`config.mk`:
```
export PLATFORM = sky130hd
export DESIGN_NAME = mem_watch_irq
export DESIGN_NICKNAME = d
export VERILOG_FILES = /design/src/rtl/mem_watch_irq.sv
export SDC_FILE = /design/constraint.sdc
export NUM_CORES = 1
export LEC_CHECK = 0
export BUFFER_PORTS_ARGS = -buffer_cell sky130_fd_sc_hd__buf_2
export CAP_MARGIN = 20
export CORE_UTILIZATION = 37
export DETAILED_ROUTE_END_ITERATION = 8
export PLACE_DENSITY = 0.61
export SLEW_MARGIN = 20
export SYNTH_ARGS = -nofsm -noshare
export SYNTH_HDL_FRONTEND = slang
export SYNTH_SLANG_ARGS = --single-unit
```
`constraint.sdc`:
```
create_clock -name clk -period 1.5 [get_ports clk]
set_clock_uncertainty 0.2 [all_clocks]
set_input_delay 0 -clock clk [delete_from_list [all_inputs] [get_ports clk]]
set_output_delay 0 -clock clk [all_outputs]
set_load 0.02 [all_outputs]
```
`src/rtl/mem_watch_irq.sv`:
```
module mem_watch_irq #(
  parameter int AW  = 14,
  parameter int NP  = 3,
  parameter int DW  = 32,
  parameter int RAW = 3
) (
  input  logic           clk,
  input  logic           rst_n,
  input  logic           reg_valid,
  input  logic           reg_write,
  input  logic [RAW-1:0] reg_addr,
  input  logic [DW-1:0]  reg_wdata,
  output logic [DW-1:0]  reg_rdata,
  input  logic [NP-1:0]  acc_valid,
  input  logic [NP-1:0]  acc_write,
  input  logic [NP*AW-1:0] acc_addr,
  input  logic [NP-1:0]  acc_err,
  output logic           irq,
  output logic           wr_wait,
  output logic           rd_wait,
  output logic           clk_force
);
  localparam int NEV = 2 * NP;
  localparam int MW  = AW + 1;
  localparam logic [RAW-1:0] A_STAT = RAW'(0);
  localparam logic [RAW-1:0] A_LEN  = RAW'(1);
  localparam logic [RAW-1:0] A_IEN  = RAW'(2);
  localparam logic [RAW-1:0] A_CTRL = RAW'(3);
  localparam int A_WATCH0 = 4;

  logic [NEV-1:0] status_q, len_q, ien_q, events, clr;
  logic [2:0]     ctrl_q;
  logic [MW-1:0]  watch_q [NP];
  logic [NP-1:0]  hit;
  logic [DW-1:0]  rd_mux;
  logic           wr_en;

  assign wr_en = reg_valid && reg_write;

  for (genvar p = 0; p < NP; p++) begin : g_port
    assign hit[p] = acc_valid[p] && (acc_write[p] == watch_q[p][0])
                    && (acc_addr[p*AW +: AW] == watch_q[p][MW-1:1]);

    always_ff @(posedge clk or negedge rst_n)
      if (!rst_n) watch_q[p] <= '0;
      else if (wr_en && reg_addr == RAW'(A_WATCH0 + p)) watch_q[p] <= reg_wdata[MW-1:0];
  end

  assign events = {acc_err, hit};
  assign clr    = (wr_en && reg_addr == A_STAT) ? reg_wdata[NEV-1:0] : '0;

  always_ff @(posedge clk or negedge rst_n) begin
    if (!rst_n) begin
      status_q <= '0;
      len_q    <= '0;
      ien_q    <= '0;
      ctrl_q   <= '0;
      irq      <= 1'b0;
    end else begin
      status_q <= (status_q & ~clr) | (events & len_q);
      irq      <= |(status_q & ien_q);
      if (wr_en && reg_addr == A_LEN)  len_q  <= reg_wdata[NEV-1:0];
      if (wr_en && reg_addr == A_IEN)  ien_q  <= reg_wdata[NEV-1:0];
      if (wr_en && reg_addr == A_CTRL) ctrl_q <= reg_wdata[2:0];
    end
  end

  always_comb begin
    rd_mux = '0;
    case (reg_addr)
      A_STAT:  rd_mux[NEV-1:0] = status_q;
      A_LEN:   rd_mux[NEV-1:0] = len_q;
      A_IEN:   rd_mux[NEV-1:0] = ien_q;
      A_CTRL:  rd_mux[2:0]     = ctrl_q;
      default: begin
        for (int p = 0; p < NP; p++)
          if (reg_addr == RAW'(A_WATCH0 + p)) rd_mux[MW-1:0] = watch_q[p];
      end
    endcase
  end

  always_ff @(posedge clk or negedge rst_n)
    if (!rst_n) reg_rdata <= '0;
    else if (reg_valid && !reg_write) reg_rdata <= rd_mux;

  assign wr_wait   = ctrl_q[0];
  assign rd_wait   = ctrl_q[1];
  assign clk_force = ctrl_q[2];


  latch_needs_mask_chk: assert property (@(posedge clk) disable iff (!rst_n)
    ((status_q & ~$past(status_q) & ~$past(len_q)) == '0));

  for (genvar b = 0; b < NEV; b++) begin : g_chk

    clear_only_by_w1c_chk: assert property (@(posedge clk) disable iff (!rst_n)
      $fell(status_q[b]) |-> $past(wr_en && reg_addr == A_STAT && reg_wdata[b]));
  end


  irq_rise_chk: assert property (@(posedge clk) disable iff (!rst_n)
    (|(status_q & ien_q)) |=> irq);


  irq_fall_chk: assert property (@(posedge clk) disable iff (!rst_n)
    !(|(status_q & ien_q)) |=> !irq);


  rdata_unused_zero_chk: assert property (@(posedge clk) disable iff (!rst_n)
    reg_rdata[DW-1:MW] == '0);
endmodule

```
==> out/metrics.cfg <==
[power]
swShare_pct=29.5
pwr-share-comb_pct=23.8
clkPwrFrac_pct=33.3
fin_total_pwr_uw=7240
p_leak_uw=0.00268
power.internal_uw=5110
power.density_nw_per_um2=1280
pwr-share-seq_pct=42.9
vdd_drop_max_mv=0.789
p_sw_uw=2130

[synth]
yosysTopAreaCell=dfrtp_1
async_flop_share_pct=100
ys_types=33
yosys_warnings=0
synth_area_per_cell_sq_um=12.3
synth_most_common_cell=dfrtp_1
ys.flop_type=dfrtp_1
netlist.area_leader.share_pct=48.0
synth_area_sq_um=4280
synthTopCellsByCount=dfrtp_1 (82), mux2_2 (50), xor2_1 (30)
ys_seq_area_share_pct=48.0
ys_seq_elements=82
synthCells=347
synth_area_leaders=dfrtp_1 (48%), mux2_2 (13%), xor2_1 (6.1%), mux2i_1 (5.6%), mux2_4 (3.5%)
synth_edf_count=0

[global_routing]
grt_max_degree=83
grt_use_total_pct=20.5
grt_pass1_wl_mm=18.0
grt_pass1_vias=3387
antenna_found_initial=0
grt-ovfl-total=0

[setup_path]
r2r-start=watch_q[11]
critPathRequiredTime_ps=1560
cp.arrival_ps=1560
path_max_fanout=2
worstSetupStartpointType=register
cp-startpoint=watch_q[11]
worst-r2r-cell-count=4
end_kind=register
max_stage_delay_ps=430
critPathCapture=status_q[2]
path_cells=xnor2_2 -> nand4_1 -> nor4_4 -> a32o_1
r2r-end=status_q[2]
r2r_slack_ps=-0.7
crit_slowest_cell=dfrtp_1
path_class=reg2reg

[cells_and_area]
nNetsFinal=575
fin_area_sq_um=5640
antenna_cells=0
multi_input_area_sq_um=2130
final-seq-area_sq_um=2050
fillCellCount=986
drive_gt1_share_pct=43.3
syn_to_final_growth_pct=31.8

[outcome]
violations=setup timing
status=finished with violations

[sta]
post-route-period-util_pct=100
hold_viol=0
report.final.slew_viol_count=0
setup_violations=1
rsz0062_at_grt=true
period_needed_ps=1500
max_slew_margin_pct=35.6
timing.fmax_mhz=666
setup_slack_ps=-0.705
worst_pin_slew_ps=964

[die]
die_h_um=110
coreArea_sq_um=11000
pin_count=126
initial_core_util_pct=38.8
fp.dieW_um=110
rows=38
die_area_sq_um=12000

[placed_design]
hpwl_mm=8.30
gp_congestion=0.789
io_buffers=91
placed_area_sq_um=5010

[cts]
root_buffer=clkbuf_16
clock-sinks=82
clock_latency_ps=330
cts_tree=done
clockBufferDepth=2
clk_pin_slew_ps=70
cts_htree_levels=3
cts-buffers-inserted=9

[drt]
drc=0
wl_per_cell_um=18.3
wl_mm=11.5
via_count=3239
final_antenna_net_count=0
drtIter0Drc=177
first_pass_iters=4
vias_per_cell=5.14

[min_path]
hp-class=in2reg

[run]
drv_cap=0

[layout make-up]
| class | count | area share (%) |
|---|---|---|
| sequential | 82 | 36.4 |
| multi-input combinational | 249 | 37.8 |
| clock buffer | 10 | 4.24 |
| timing repair buffer | 142 | 16.8 |
| tap | 140 | 3.11 |
| clock inverter | 6 | 1.60 |
| inverter | 1 | 0.0666 |
[repair_timing]
item                                   in CTS  in global routing
setup endpoints to repair                   3                  3
setup buffers                               2                  0
endpoints found under the hold margin     148                  0
hold buffers                               22                  0
pin swaps                                   5                  6
gates resized for setup                     4                  7
[cell families (layout without fill, tap and decap cells)]
group           count (synthesis)  after routing  share of synthesized area [%]
compound gates                 39             39                           6.67
mux                            87             87                           23.9
flops                          82             82                           48.0
xor+xnor                       45             45                           9.21
other cells                     1             17                         0.0877
simple gates                   61             61                           7.02
buf+inv                        32            159                           5.18
[layout by cell type, fill, tap and decap left out, types with 4 or more instances in the layout]
| cell | synthesis | layout |
|---|---|---|
| buf_12 | 0 | 4 |
| a211oi_1 | 6 | 6 |
| mux2_4 | 10 | 10 |
| a22o_1 | 12 | 12 |
| dlygate4sd3_1 | 0 | 22 |
| mux2_2 | 50 | 50 |
| xor2_1 | 30 | 30 |
| xnor2_1 | 15 | 12 |
| clkbuf_16 | 0 | 9 |
| nor4_1 | 9 | 4 |
| buf_4 | 19 | 26 |
| nor2_1 | 10 | 10 |
| mux2i_1 | 24 | 24 |
| dfrtp_1 | 82 | 81 |
| nand2_1 | 25 | 25 |
| o21ai_0 | 12 | 12 |
| nor4_2 | 0 | 4 |
| conb_1 | 1 | 17 |
| buf_2 | 3 | 90 |
[per-layer routing]
metal | vias up | part of all wire, % | GRT usage [%]
li1 | 1487 | - | -
met5 | - | 0 | 0
met1 | 1634 | 42 | 26.3
met3 | 12 | 5.5 | 3.68
met4 | 0 | 1.3 | 5.14
met2 | 106 | 51 | 35.6
[state kept, by name, summed over array words and instances (netlist names)]
| register | count |
|---|---|
| ien_q | 6 |
| reg_rdata | 15 |
| ctrl_q | 3 |
| irq | 1 |
| status_q | 6 |
| len_q | 6 |
| watch_q | 45 |
[worst min-delay path by stage]
stage                 startpoint           to  slack [ps]  cells after the start
floorplan                  rst_n    ctrl_q[0]        -500                      0
global placement           rst_n   watch_q[9]        -140                      2
detailed placement         rst_n   watch_q[9]        -130                      2
CTS                 acc_addr[34]  status_q[2]          20                      4
global route        acc_valid[2]  status_q[2]          30                      4
finish              acc_addr[34]  status_q[2]          20                      4
[metrics by stage]
stage	std cells	setup WS, ps	TNS (ps)	utilization [%]	hold slack [ps]
CTS	630	-25.1	-25.1	50.7	15.2
floorplan	363	92.8	0	-	-496
detailed placement	590	-183	-4300	45.4	-134
global route	630	-48.7	-69.7	51.1	28.1
finish	630	-0.705	-0.705	51.1	18.5
global placement	590	-99.4	-3380	45.4	-135
[power by group through the flow]
stage | clock network (uW) | logic (uW) | registers [uW]
final | 2410 | 1720 | 3110
after global routing | 2530 | 1880 | 3170
after CTS | 2440 | 1700 | 3100
after detailed placement | 0 | 1610 | 3140
after global placement | 0 | 1580 | 3120
after floorplan | 0 | 1010 | 3120
[critical path, delay by kind of cell (launching register included)]
kind                      cells  cell delay, ps
and+or+nand+nor               2             390
xor gates and xnor gates      1             210
DFF                           1             430
AOI/OAI and AO/OA             1             200
(Power assumes the default switching activity.)
